--- config.mk ---
export PLATFORM = sky130hd
export DESIGN_NAME = uart_rx_buffer
export DESIGN_NICKNAME = d
export VERILOG_FILES = /design/src/rtl/uart_rxb_pkg.sv /design/src/rtl/uart_rxb_fifo.sv /design/src/rtl/uart_rxb_hold.sv /design/src/rtl/uart_rxb_status.sv /design/src/rtl/uart_rxb_rts.sv /design/src/rtl/uart_rx_buffer.sv
export SDC_FILE = /design/constraint.sdc
export NUM_CORES = 1
export LEC_CHECK = 0
export BUFFER_PORTS_ARGS = -buffer_cell sky130_fd_sc_hd__buf_2
export CAP_MARGIN = 5
export CORE_UTILIZATION = 38
export CTS_BUF_LIST = sky130_fd_sc_hd__clkbuf_2 sky130_fd_sc_hd__clkbuf_4 sky130_fd_sc_hd__clkbuf_8
export CTS_CLUSTER_DIAMETER = 50
export DETAILED_ROUTE_END_ITERATION = 8
export GPL_TIMING_DRIVEN = 0
export HOLD_SLACK_MARGIN = 0.06
export MAX_ROUTING_LAYER = met4
export PLACE_DENSITY = 0.62
export SYNTH_ARGS = -nofsm -noshare
export SYNTH_HDL_FRONTEND = slang
export SYNTH_HIERARCHICAL = 1
export SYNTH_SLANG_ARGS = --single-unit
--- constraint.sdc ---
create_clock -name clk -period 2.9 [get_ports clk]
set_input_delay 0.435 -clock clk [delete_from_list [all_inputs] [get_ports clk]]
set_output_delay 0.435 -clock clk [all_outputs]
set_load 0.01 [all_outputs]
--- src/rtl/uart_rxb_pkg.sv ---
package uart_rxb_pkg;

  // Where an accepted character is steered in a given cycle
  typedef enum logic [1:0] {
    ROUTE_NONE = 2'd0,
    ROUTE_FIFO = 2'd1,
    ROUTE_HOLD = 2'd2
  } route_e;

endpackage

--- src/rtl/uart_rxb_fifo.sv ---
module uart_rxb_fifo #(
  parameter int DATA_W = 8,
  parameter int DEPTH  = 8
) (
  input  logic              clk,
  input  logic              rst_n,
  input  logic              clear,
  input  logic              push,
  input  logic [DATA_W-1:0] push_data,
  input  logic              pop,
  output logic [DATA_W-1:0] head,
  output logic              empty,
  output logic              full
);
  localparam int AW = (DEPTH > 1) ? $clog2(DEPTH) : 1;
  localparam int CW = $clog2(DEPTH + 1);
  localparam logic [AW-1:0] LAST = AW'(DEPTH - 1);
  localparam logic [CW-1:0] CMAX = CW'(DEPTH);

  logic [DATA_W-1:0] mem_q [DEPTH];
  logic [AW-1:0]     wr_q, wr_d, rd_q, rd_d;
  logic [CW-1:0]     cnt_q, cnt_d;
  logic              do_push, do_pop;

  assign empty   = (cnt_q == '0);
  assign full    = (cnt_q == CMAX);
  assign head    = mem_q[rd_q];
  assign do_pop  = pop && !empty;
  assign do_push = push && (!full || do_pop);

  always_comb begin
    wr_d  = wr_q;
    rd_d  = rd_q;
    cnt_d = cnt_q;
    if (clear) begin
      wr_d  = '0;
      rd_d  = '0;
      cnt_d = '0;
    end else begin
      if (do_push) wr_d = (wr_q == LAST) ? '0 : wr_q + 1'b1;
      if (do_pop)  rd_d = (rd_q == LAST) ? '0 : rd_q + 1'b1;
      case ({do_push, do_pop})
        2'b10:   cnt_d = cnt_q + 1'b1;
        2'b01:   cnt_d = cnt_q - 1'b1;
        default: cnt_d = cnt_q;
      endcase
    end
  end

  always_ff @(posedge clk or negedge rst_n) begin
    if (!rst_n) begin
      wr_q  <= '0;
      rd_q  <= '0;
      cnt_q <= '0;
    end else begin
      wr_q  <= wr_d;
      rd_q  <= rd_d;
      cnt_q <= cnt_d;
    end
  end

  // Storage carries no reset; it is written only under its enable
  for (genvar i = 0; i < DEPTH; i++) begin : g_slot
    always_ff @(posedge clk) begin
      if (do_push && !clear && (wr_q == AW'(i))) mem_q[i] <= push_data;
    end
  end

endmodule

--- src/rtl/uart_rxb_hold.sv ---
module uart_rxb_hold
  import uart_rxb_pkg::*;
#(
  parameter int DATA_W = 8
) (
  input  logic              clk,
  input  logic              rst_n,
  input  logic              clear,
  input  logic              accept,
  input  logic [DATA_W-1:0] char_data,
  input  logic              fifo_full,
  input  logic              pop_eff,
  output logic              push,
  output logic [DATA_W-1:0] push_data,
  output logic              hold_v
);
  logic              hv_q, hv_d;
  logic [DATA_W-1:0] hd_q, hd_d;
  logic              room;
  route_e            route;

  assign room   = !fifo_full || pop_eff;
  assign hold_v = hv_q;

  always_comb begin
    route = ROUTE_NONE;
    if (accept) route = (hv_q || !room) ? ROUTE_HOLD : ROUTE_FIFO;
  end

  always_comb begin
    push      = 1'b0;
    push_data = char_data;
    hv_d      = hv_q;
    hd_d      = hd_q;
    if (hv_q) begin
      // Held character has priority for the free slot
      push      = room;
      push_data = hd_q;
      if (room) hv_d = 1'b0;
    end else if (route == ROUTE_FIFO) begin
      push = 1'b1;
    end
    if (route == ROUTE_HOLD) begin
      // Overwrites a held character that could not drain
      hv_d = 1'b1;
      hd_d = char_data;
    end
    if (clear) hv_d = 1'b0;
  end

  always_ff @(posedge clk or negedge rst_n) begin
    if (!rst_n) hv_q <= 1'b0;
    else        hv_q <= hv_d;
  end

  always_ff @(posedge clk) begin
    if (route == ROUTE_HOLD) hd_q <= hd_d;
  end

endmodule

--- src/rtl/uart_rxb_status.sv ---
module uart_rxb_status #(
  parameter int ERR_W = 3
) (
  input  logic             clk,
  input  logic             rst_n,
  input  logic             clear,
  input  logic             accept,
  input  logic [ERR_W-1:0] char_err,
  input  logic             ovr_set,
  input  logic             clr_err,
  input  logic             rd_stat,
  input  logic             buf_valid,
  input  logic             buf_full,
  output logic [ERR_W-1:0] err_flags,
  output logic             ovr_flag,
  output logic [ERR_W+2:0] stat_word
);
  logic [ERR_W-1:0] err_q, err_d;
  logic             ovr_q, ovr_d;
  logic [ERR_W+2:0] snap_q, snap_d;

  always_comb begin
    err_d  = (clr_err ? '0 : err_q) | (accept ? char_err : '0);
    ovr_d  = (clr_err ? 1'b0 : ovr_q) | ovr_set;
    snap_d = rd_stat ? {ovr_q, err_q, buf_full, buf_valid} : snap_q;
    if (clear) begin
      err_d  = '0;
      ovr_d  = 1'b0;
      snap_d = '0;
    end
  end

  always_ff @(posedge clk or negedge rst_n) begin
    if (!rst_n) begin
      err_q  <= '0;
      ovr_q  <= 1'b0;
      snap_q <= '0;
    end else begin
      err_q  <= err_d;
      ovr_q  <= ovr_d;
      snap_q <= snap_d;
    end
  end

  assign err_flags = err_q;
  assign ovr_flag  = ovr_q;
  assign stat_word = snap_q;

endmodule

--- src/rtl/uart_rxb_rts.sv ---
module uart_rxb_rts (
  input  logic clk,
  input  logic rst_n,
  input  logic clear,
  input  logic auto_en,
  input  logic start_acc,
  input  logic fifo_full,
  output logic rts_n
);
  logic neg_q, neg_d;

  always_comb begin
    neg_d = neg_q;
    if (clear || !auto_en)          neg_d = 1'b0;
    else if (start_acc && fifo_full) neg_d = 1'b1;
    else if (!fifo_full)             neg_d = 1'b0;
  end

  always_ff @(posedge clk or negedge rst_n) begin
    if (!rst_n) neg_q <= 1'b0;
    else        neg_q <= neg_d;
  end

  assign rts_n = neg_q;

endmodule

--- src/rtl/uart_rx_buffer.sv ---
module uart_rx_buffer #(
  parameter int DATA_W = 8,
  parameter int ERR_W  = 3,
  parameter int DEPTH  = 8
) (
  input  logic              clk,
  input  logic              rst_n,
  input  logic              start_det,
  input  logic              char_done,
  input  logic [DATA_W-1:0] char_data,
  input  logic [ERR_W-1:0]  char_err,
  input  logic              rx_en,
  input  logic              rx_reset,
  input  logic              auto_rts_en,
  input  logic              rd_buf,
  input  logic              rd_stat,
  input  logic              clr_err,
  output logic [DATA_W-1:0] buf_data,
  output logic              buf_valid,
  output logic              buf_full,
  output logic [ERR_W-1:0]  err_flags,
  output logic              ovr_flag,
  output logic [ERR_W+2:0]  stat_word,
  output logic              rts_n
);
  logic              accept, start_acc, pop_eff, ovr_set;
  logic              fifo_push, fifo_empty, hold_v;
  logic [DATA_W-1:0] fifo_wdata;

  assign accept    = char_done && rx_en;
  assign start_acc = start_det && rx_en;
  assign pop_eff   = rd_buf && !fifo_empty;
  assign ovr_set   = start_acc && hold_v && buf_full && !pop_eff;
  assign buf_valid = !fifo_empty;

  uart_rxb_fifo #(.DATA_W(DATA_W), .DEPTH(DEPTH)) u_fifo (
    .clk(clk), .rst_n(rst_n), .clear(rx_reset),
    .push(fifo_push), .push_data(fifo_wdata), .pop(rd_buf),
    .head(buf_data), .empty(fifo_empty), .full(buf_full)
  );

  uart_rxb_hold #(.DATA_W(DATA_W)) u_hold (
    .clk(clk), .rst_n(rst_n), .clear(rx_reset),
    .accept(accept), .char_data(char_data),
    .fifo_full(buf_full), .pop_eff(pop_eff),
    .push(fifo_push), .push_data(fifo_wdata), .hold_v(hold_v)
  );

  uart_rxb_status #(.ERR_W(ERR_W)) u_status (
    .clk(clk), .rst_n(rst_n), .clear(rx_reset),
    .accept(accept), .char_err(char_err), .ovr_set(ovr_set),
    .clr_err(clr_err), .rd_stat(rd_stat),
    .buf_valid(buf_valid), .buf_full(buf_full),
    .err_flags(err_flags), .ovr_flag(ovr_flag), .stat_word(stat_word)
  );

  uart_rxb_rts u_rts (
    .clk(clk), .rst_n(rst_n), .clear(rx_reset),
    .auto_en(auto_rts_en), .start_acc(start_acc),
    .fifo_full(buf_full), .rts_n(rts_n)
  );

endmodule

==> results.tsv, run 1 <==
metric	value	unit
CP Max Fanout	9	
Distinct cells, synth	45	
first-pass GRT wire length	11700	um
Top Family by Delay on Critical Path	simple AND/OR/NAND/NOR gates	
Leak Pwr	1.80	nW
Die Height	107	um
drt pass-1 iters	4	
Cell Count, Final, Fillers Out	440	
Filler cells	944	
Design Power	3.43	mW
critical path launch point type	flip-flop	
cell area after layout	0.00482	sq mm
Final ANT Viol Nets	0	
Mapped Nets	280	
Placed Area	0.00455	sq mm
Max Clk Rate	0.371	GHz
# diodes	0	
GP Congestion	0.746	
Slew headroom	0.490	
Worst Path Arrival	2.97	ns
post-layout net count	331	
IO Pins	42	
CTS tree	done	
CP max stage delay	0.41	ns
synthesized cell area	0.00417	sq mm
critical-path cell list	buf_6 -> nor3_2 -> nand2_1 -> inv_2 -> and2b_2 -> nor2_4 -> nor2_4 -> ha_1 -> a21o_1 -> a2111oi_2 -> o21bai_1 -> a31oi_1	
vias in the first global route	2206	
grt total ovfl	0	
Final setup violation count	0	
Area growth syn-to-layout	15.6	%
Peak VDD IR	0.566	mV
Mapped Cells	248	
clk root buf	clkbuf_8	
share of the yosys chip area belonging to registers	0.651	
most frequent CP cell	nor2_4	
maximum clock path buffer count	2	
Fin. Hold Viols	0	
core area	0.0105	sq mm
Clock transition at path regs	0.09	ns
Worst Hold Slack	0.269	ns
WL final	7410	um
dpl hpwl	5080	um
# Max-Cap Violations	0	
DIE WIDTH	107	um
Skew-Pair Late Insertion Delay	0.35	ns
Total Routing Usage GR	0.145	
PwrDens	713	mW/mm^2
Starting Density	0.398	
Synth Warn #	6	
Vias/cell	4.96	
CP max-delay cell	dfrtp_1	
remaining routing DRC violations	0	
Post-synth ARST share	0.234	
FP Rows	37	
Slew Limit Fails	0	
1st-iter DRT viols	104	
Post-CTS Repair Setup Buffers	0	
CP bufs+invs	2	
Crit Path Category	flip-flop to flip-flop	
Hold WC Path Type	input pin to flip-flop	
Post-synth EDFFs	72	
status	finished, final reports clean	
initial antenna violation count	0	
Placed Cells incl. Taps	424	
CTS Buf Count	9	
pin slew with the least headroom to its limit	0.761	ns
Tmin final	2.70	ns
mean post-synth cell area	16.8	sq um
input/output buffers	40	
largest net degree at the start of global routing	23	
DR vias	2184	
Final period util	0.930	
Post-synth top flop	edfxtp_1	
layout cell share with drive strength beyond 1	0.398	
clk sink count	94	
FF+latch count, synth	94	
die area	0.0114	sq mm
Layout Skew	0.00957	ns
CP Capture Type	flip-flop	
H-tree Lvls	3	
routed len/inst	16.8	um
CP required	3.18	ns
[per-layer routing]
metal | track usage | part of all wire | up-vias | wire (um)
met3 | 0.0389 | 0.047 | 6 | 346
met5 | - | 0 | - | 0
met2 | 0.229 | 0.49 | 52 | 3650
met1 | 0.184 | 0.45 | 1080 | 3340
met4 | 0.0411 | 0.0096 | 0 | 71
li1 | - | - | 1046 | -
[logic make-up (layout without fill, tap and decap cells)]
group,after synthesis,in the layout,share of synthesized area
DFF,94,94,0.651
xor gates and xnor gates,2,2,0.00420
adders and majority gates,11,11,0.0348
and+or+nand+nor,59,59,0.0775
buffers and inverters,17,73,0.0222
muxes,43,43,0.165
AOI/OAI and AO/OA,22,22,0.0456
[layout make-up]
| class | count | area (sq um) | area share |
|---|---|---|---|
| plain buffers | 10 | 70.1 | 0.0145 |
| clock buffers | 10 | 131 | 0.0273 |
| clock inverters | 6 | 70.1 | 0.0145 |
| inverters | 6 | 22.5 | 0.00468 |
| multi-input cells | 137 | 1430 | 0.296 |
| flip-flops and latches | 94 | 2720 | 0.564 |
| well taps | 136 | 170 | 0.0353 |
| repair buffers | 41 | 210 | 0.0436 |
[what timing repair did]
item                                    4_1_cts  5_1_grt
endpoints found under the setup margin       66       56
gates resized for setup                       8       12
pin swaps                                     0        1
hold buffers                                  1        0
endpoints found under the hold margin        22        0
[state kept, by name, summed over array words and instances (netlist names)]
signal,flops
u_hold/hd_q,8
u_status/ovr_flag,1
u_fifo/cnt_q,4
u_status/stat_word,6
u_hold/hold_v,1
u_fifo/mem_q,64
u_fifo/wr_q,3
u_fifo/rd_q,3
u_rts/rts_n,1
u_status/err_flags,3
[Yosys cell counts, types with 3 or more instances]
cell type / number / area, sq um
mux2i_1: 9 / 90.1
nor2_1: 15 / 56.3
buf_1: 3 / 11.3
mux4_2: 16 / 360
nor3_1: 3 / 15.0
a21oi_1: 11 / 55.1
dfrtp_1: 22 / 551
buf_4: 3 / 22.5
mux2_2: 9 / 101
edfxtp_1: 72 / 2160
inv_1: 6 / 22.5
ha_1: 10 / 125
nand2_1: 8 / 30.0
nand2b_1: 8 / 50.1
nor3b_1: 3 / 22.5
mux2_4: 9 / 135
and2_1: 8 / 50.1
[power breakdown]
| group | switching (mW) | internal, mW |
|---|---|---|
| clock | 0.453 | 0.412 |
| sequential | 0.0873 | 1.52 |
| combinational | 0.485 | 0.472 |
[metrics by stage]
stage | utilization | setup slack, ns | TNS (ns)
after floorplan | - | 0.0217 | 0
after global placement | 0.434 | -0.839 | -23.70
after detailed placement | 0.435 | -0.376 | -18.21
after CTS | 0.458 | 0.0140 | 0
after global routing | 0.460 | -0.00954 | -0.00954
final | 0.460 | 0.204 | 0
[layout by cell type, fill, tap and decap left out, drive strengths merged, types with 8 or more instances in the layout]
master,Yosys,final
buf,9,48
nand2,8,8
nor2,17,17
edfxtp,72,72
clkbuf,2,12
nand2b,8,8
mux2i,9,9
dfrtp,22,22
ha,10,10
mux4,16,16
and2,8,8
mux2,18,18
a21oi,11,11
[worst register-to-register path: cells and delay by family (launching register included)]
kind                     cells  cell delay (ns)
adder cells (fa/ha/maj)      1             0.31
AND/OR/NAND/NOR              5             0.83
buffers and inverters        2             0.26
AO/OA/AOI/OAI                4             0.81
flip-flops                   1             0.41
[worst paths after layout]
path | start | endpoint | slack [ns] | cells past startpoint
min in group asynchronous | rst_n | u_status/stat_word[5] | 0.58 | 2
max reg2reg | u_fifo/cnt_q[0] | u_fifo/cnt_q[3] | 0.20 | 12
max in group asynchronous | rst_n | u_fifo/cnt_q[2] | 1.95 | 2
min | char_data[5] | u_hold/hd_q[5] | 0.27 | 1
max | u_fifo/cnt_q[0] | u_fifo/cnt_q[3] | 0.20 | 12
min reg2reg | u_status/stat_word[0] | u_status/stat_word[0] | 0.53 | 2
Power figures use the tool's default switching activity.
==> run 2, diff against run 1 <==
Settings changed: REMOVE_ABC_BUFFERS set to 1.
==> results.tsv, run 2 (synthesized netlist as in run 1, its figures left out) <==
metric	value	unit
Total Routing Usage GR	0.145	
CTS Buf Count	9	
critical path launch point type	flip-flop	
dpl hpwl	4710	um
first-pass GRT wire length	12100	um
Area growth syn-to-layout	13.9	%
Top Family by Delay on Critical Path	compound AO/OA/AOI/OAI gates	
Skew-Pair Late Insertion Delay	0.35	ns
CP Capture Type	flip-flop	
critical-path cell list	nor3_2 -> nand2_1 -> inv_2 -> and2b_2 -> nor2_4 -> nor2_4 -> ha_1 -> a21o_1 -> a2111oi_1 -> o21bai_1 -> a31oi_1	
Max Clk Rate	0.363	GHz
initial antenna violation count	0	
Vias/cell	5.03	
hold endpoint	u_hold/hd_q[5]	
Leak Pwr	1.78	nW
FP Rows	37	
DR vias	2175	
H-tree Lvls	3	
hold path start	char_data[5]	
most frequent CP cell	nor2_4	
CP Max Fanout	8	
largest net degree at the start of global routing	30	
layout cell share with drive strength beyond 1	0.395	
WHS Path Cells	1	
final worst setup slack	0.141	ns
Switching Fraction	0.314	
Worst Path Arrival	3.03	ns
1st-iter DRT viols	113	
largest register by flop count	u_fifo/mem_q	
CP max-delay cell	dfrtp_2	
Tmin final	2.76	ns
clock group share of total power	0.244	
Final ANT Viol Nets	0	
Crit Path Category	flip-flop to flip-flop	
Die Height	107	um
worst-case reg-to-reg path depth	11	
status	finished, final reports clean	
CP bufs+invs	1	
routed len/inst	17.5	um
grt total ovfl	0	
remaining routing DRC violations	0	
max reg flops	64	
input/output buffers	41	
clk root buf	clkbuf_8	
internal power	2.31	mW
maximum clock path buffer count	2	
Final setup violation count	0	
DIE WIDTH	107	um
Core Util, Final	0.454	
pin slew with the least headroom to its limit	0.813	ns
die area	0.0114	sq mm
WL final	7550	um
clk sink count	94	
Fin. Hold Viols	0	
Layout Skew	0.0163	ns
Starting Density	0.398	
DP Worst Slack	-0.384	ns
GP Congestion	0.817	
CP max stage delay	0.55	ns
worst r2r dst	u_fifo/cnt_q[3]	
FF-to-FF Start	u_fifo/cnt_q[1]	
IO Pins	42	
vias in the first global route	2247	
core area	0.0105	sq mm
Slew Limit Fails	0	
Clock transition at path regs	0.10	ns
drt pass-1 iters	4	
Peak VDD IR	0.287	mV
# Max-Cap Violations	0	
PwrDens	708	mW/mm^2
Sw Pwr	1.06	mW
CP required	3.17	ns
CTS tree	done	
Hold WC Path Type	input pin to flip-flop	
Design Power	3.36	mW
combinational group share of total power	0.251	
most frequent cells in the layout	edfxtp_1 (72), buf_2 (41), dfrtp_1 (18), mux4_2 (16), nor2_1 (14)	
Slew headroom	0.458	
Sequential Power Share	0.505	
FF-to-FF setup slack	0.14	ns
commonest non-fill, non-tap cell in the layout	edfxtp_1	
post-layout net count	323	
# diodes	0	
Final period util	0.951	
## run 2: timing repair
| item | 4_1_cts | 5_1_grt |
|---|---|---|
| hold buffers | 1 | 0 |
| resized for setup | 11 | 10 |
| endpoints found under the hold margin | 11 | 0 |
| pin swaps | 0 | 1 |
| setup endpoints to repair | 74 | 49 |
| buffers inserted | 1 | 0 |
## run 2: metal layers
metal  global-route usage  part of all wire  vias up
met2                0.225              0.47       51
li1                     -                 -     1025
met4               0.0186            0.0049        0
met3               0.0347             0.044        6
met5                    -                 0        -
met1                0.202              0.48     1093
## run 2: metrics by stage
stage	instances	hold WS, ns	area, sq um	TNS [ns]
floorplan	237	0.139	4100	-0.277
global placement	414	0.445	4470	-27.68
detailed placement	414	0.449	4480	-22.20
CTS	432	0.252	4730	0
global route	432	0.250	4750	-0.0337
finish	432	0.266	4750	0
## run 2: cell type report
type                            count  area [sq um]
Clock buffer                        9           124
Clock inverter                      7          61.3
Fill cell                         931          5720
Inverter                            6          22.5
Multi-Input combinational cell    137          1430
Sequential cell                    94          2720
Tap cell                          136           170
Timing Repair Buffer               43           223
## run 2: worst max path at each step
| stage | cells after the start | end | from |
|---|---|---|---|
| after CTS | 11 | u_fifo/cnt_q[3] | u_fifo/cnt_q[2] |
| after global routing | 11 | u_fifo/cnt_q[3] | u_fifo/cnt_q[2] |
| after floorplan | 7 | u_fifo/mem_q[7][0] | u_fifo/cnt_q[0] |
| final | 11 | u_fifo/cnt_q[3] | u_fifo/cnt_q[1] |
| after detailed placement | 7 | u_fifo/mem_q[7][1] | u_fifo/cnt_q[0] |
| after global placement | 7 | u_fifo/mem_q[7][1] | u_fifo/cnt_q[0] |
## run 2: power by group through the flow
stage | logic [mW] | clock network (mW) | registers (mW)
floorplan | 0.582 | 0 | 1.68
global placement | 0.757 | 0 | 1.72
detailed placement | 0.770 | 0 | 1.73
CTS | 0.836 | 0.851 | 1.70
global route | 0.923 | 0.901 | 1.72
finish | 0.843 | 0.820 | 1.70
## run 2: worst register-to-register path: stages, from the launching register on
cell	delay, ns
dfrtp_2	0.55
nor3_2	0.08
nand2_1	0.16
inv_2	0.09
and2b_2	0.24
nor2_4	0.28
nor2_4	0.09
ha_1	0.32
a21o_1	0.20
a2111oi_1	0.40
o21bai_1	0.12
a31oi_1	0.13
==> run 3, diff against run 2 <==
--- a/config.mk
+++ b/config.mk
@@ -15,5 +15,5 @@
 export HOLD_SLACK_MARGIN = 0.06
 export MAX_ROUTING_LAYER = met4
-export PLACE_DENSITY = 0.62
+export PLACE_DENSITY = 0.6
 export REMOVE_ABC_BUFFERS = 1
 export SYNTH_ARGS = -nofsm -noshare
==> constraint.sdc (replaced) <==
create_clock -name clk -period 3.2 [get_ports clk]
set_input_delay 0.64 -clock clk [delete_from_list [all_inputs] [get_ports clk]]
set_output_delay 0.64 -clock clk [all_outputs]
set_load 0.01 [all_outputs]
==> results.tsv, run 3 (synthesized netlist as in run 1, its figures left out) <==
metric	value	unit
met2 WL	3700	um
clk sink count	94	
CTS Buf Count	9	
top layer used by detailed routing	met4	
Layout Skew	0.0111	ns
Fin. Hold Viols	0	
Clock transition at path regs	0.10	ns
IO Pins	42	
vias in the first global route	2273	
Slew headroom	0.427	
input/output buffers	41	
M1 WL	3380	um
Slew Limit Fails	0	
Max Clk Rate	0.347	GHz
clk root buf	clkbuf_8	
1st-iter DRT viols	53	
GP Congestion	0.722	
internal power	2.06	mW
DIE WIDTH	107	um
remaining routing DRC violations	0	
hold_buf cts	0	
worst-case reg-to-reg path depth	10	
Tmin final	2.88	ns
Core Util, Final	0.449	
Post-CTS Repair Setup Buffers	0	
drt pass-1 iters	4	
maximum clock path buffer count	2	
initial antenna violation count	0	
Final setup violation count	0	
Skew-Pair Late Insertion Delay	0.35	ns
pin slew with the least headroom to its limit	0.860	ns
Final period util	0.900	
combinational group share of total power	0.233	
layout cell share with drive strength beyond 1	0.367	
Area growth syn-to-layout	12.7	%
RSZ-0062 raised after global routing	false	
post-layout net count	321	
Die Height	107	um
WL final	7470	um
DR WL met3	340	um
Sw Pwr	0.930	mW
Final ANT Viol Nets	0	
FP Rows	37	
DR vias	2198	
# diodes	0	
largest net degree at the start of global routing	30	
max reg flops	64	
Post-CTS Resized	3	
CP required	3.48	ns
core area	0.0105	sq mm
largest register by flop count	u_fifo/mem_q	
dpl hpwl	4780	um
grt total ovfl	0	
Starting Density	0.398	
critical path launch point type	flip-flop	
Placed Cells incl. Taps	414	
Filler cells	961	
most frequent cells in the layout	edfxtp_1 (72), buf_2 (41), dfrtp_1 (18), mux4_2 (16), nor2_1 (14)	
commonest non-fill, non-tap cell in the layout	edfxtp_1	
clock group share of total power	0.250	
Sequential Power Share	0.517	
# Max-Cap Violations	0	
Leak Pwr	1.75	nW
Crit Path Category	flip-flop to flip-flop	
Vias/cell	5.11	
CTS tree	done	
Hold WC Path Type	input pin to async pin	
CP Capture Type	flip-flop	
die area	0.0114	sq mm
CP Max Fanout	7	
routed len/inst	17.4	um
status	finished, final reports clean	
Switching Fraction	0.311	
Total Routing Usage GR	0.148	
H-tree Lvls	3	
Cell Count, Final, Fillers Out	430	
first-pass GRT wire length	12100	um
PwrDens	637	mW/mm^2
Worst Path Arrival	3.16	ns
Peak VDD IR	0.320	mV
[run 3: cell types whose count changed in the layout (fill, tap and decap cells not counted), moves of 2 or more]
cell / previous run / this run
nor2_2: 1 / 3
and2_2: 6 / 0
and2_1: 2 / 8
nor2_4: 2 / 0
[run 3: routing by layer]
layer  vias up  GRT usage
met5         -          -
met4         0     0.0284
met3         9     0.0407
met2        55      0.240
met1      1108      0.188
li1       1026          -
[run 3: worst max-delay path: stages, from the launching register on]
cell and delay [ns]:
dfrtp_1 0.49, nor4_2 0.45, nor2b_4 0.07, and2b_1 0.27
nor2_2 0.12, nor2_2 0.27, ha_1 0.30, a21o_1 0.19
a2111oi_1 0.38, o21bai_1 0.12, a31oi_1 0.13
[run 3: area by class of cell]
cell class                 count  area (sq um)  area share
clock inverter                 7          63.8      0.0136
multi-input combinational    137          1390       0.297
clock buffer                   9           124      0.0264
tap                          136           170      0.0362
inverter                       6          22.5     0.00479
sequential                    94          2720       0.579
timing repair buffer          41           205      0.0437
[run 3: through the flow]
stage	area, sq um	hold WS (ns)	setup TNS, ns	power [mW]	worst slack (ns)
2_1_floorplan	4100	0.344	0	2.05	0.283
3_3_place_gp	4470	0.501	-9.07	2.25	-0.596
3_5_place_dp	4480	0.507	-1.30	2.27	-0.0747
4_1_cts	4680	0.244	0	3.02	0.0987
5_1_grt	4700	0.270	0	3.16	0.0570
6_report	4700	0.249	0	2.99	0.321
[run 3: path summary, 6_finish.rpt]
| check | slack, ns | end | start |
|---|---|---|---|
| worst min register to register | 0.53 | u_status/stat_word[2] | u_status/stat_word[2] |
| max in group asynchronous | 2.56 | u_fifo/cnt_q[0] | rst_n |
| worst max register to register | 0.32 | u_fifo/cnt_q[3] | u_fifo/cnt_q[3] |
| min in group clk | 0.47 | u_hold/hd_q[0] | char_data[0] |
| worst min-delay path | 0.25 | u_rts/rts_n | rst_n |
| worst max-delay path | 0.32 | u_fifo/cnt_q[3] | u_fifo/cnt_q[3] |
[run 3: power groups by stage]
stage / logic, mW / clock network, mW / registers (mW)
final: 0.698 / 0.747 / 1.55
after global routing: 0.777 / 0.816 / 1.57
after CTS: 0.697 / 0.775 / 1.55
after detailed placement: 0.695 / 0 / 1.57
after global placement: 0.682 / 0 / 1.56
after floorplan: 0.528 / 0 / 1.53
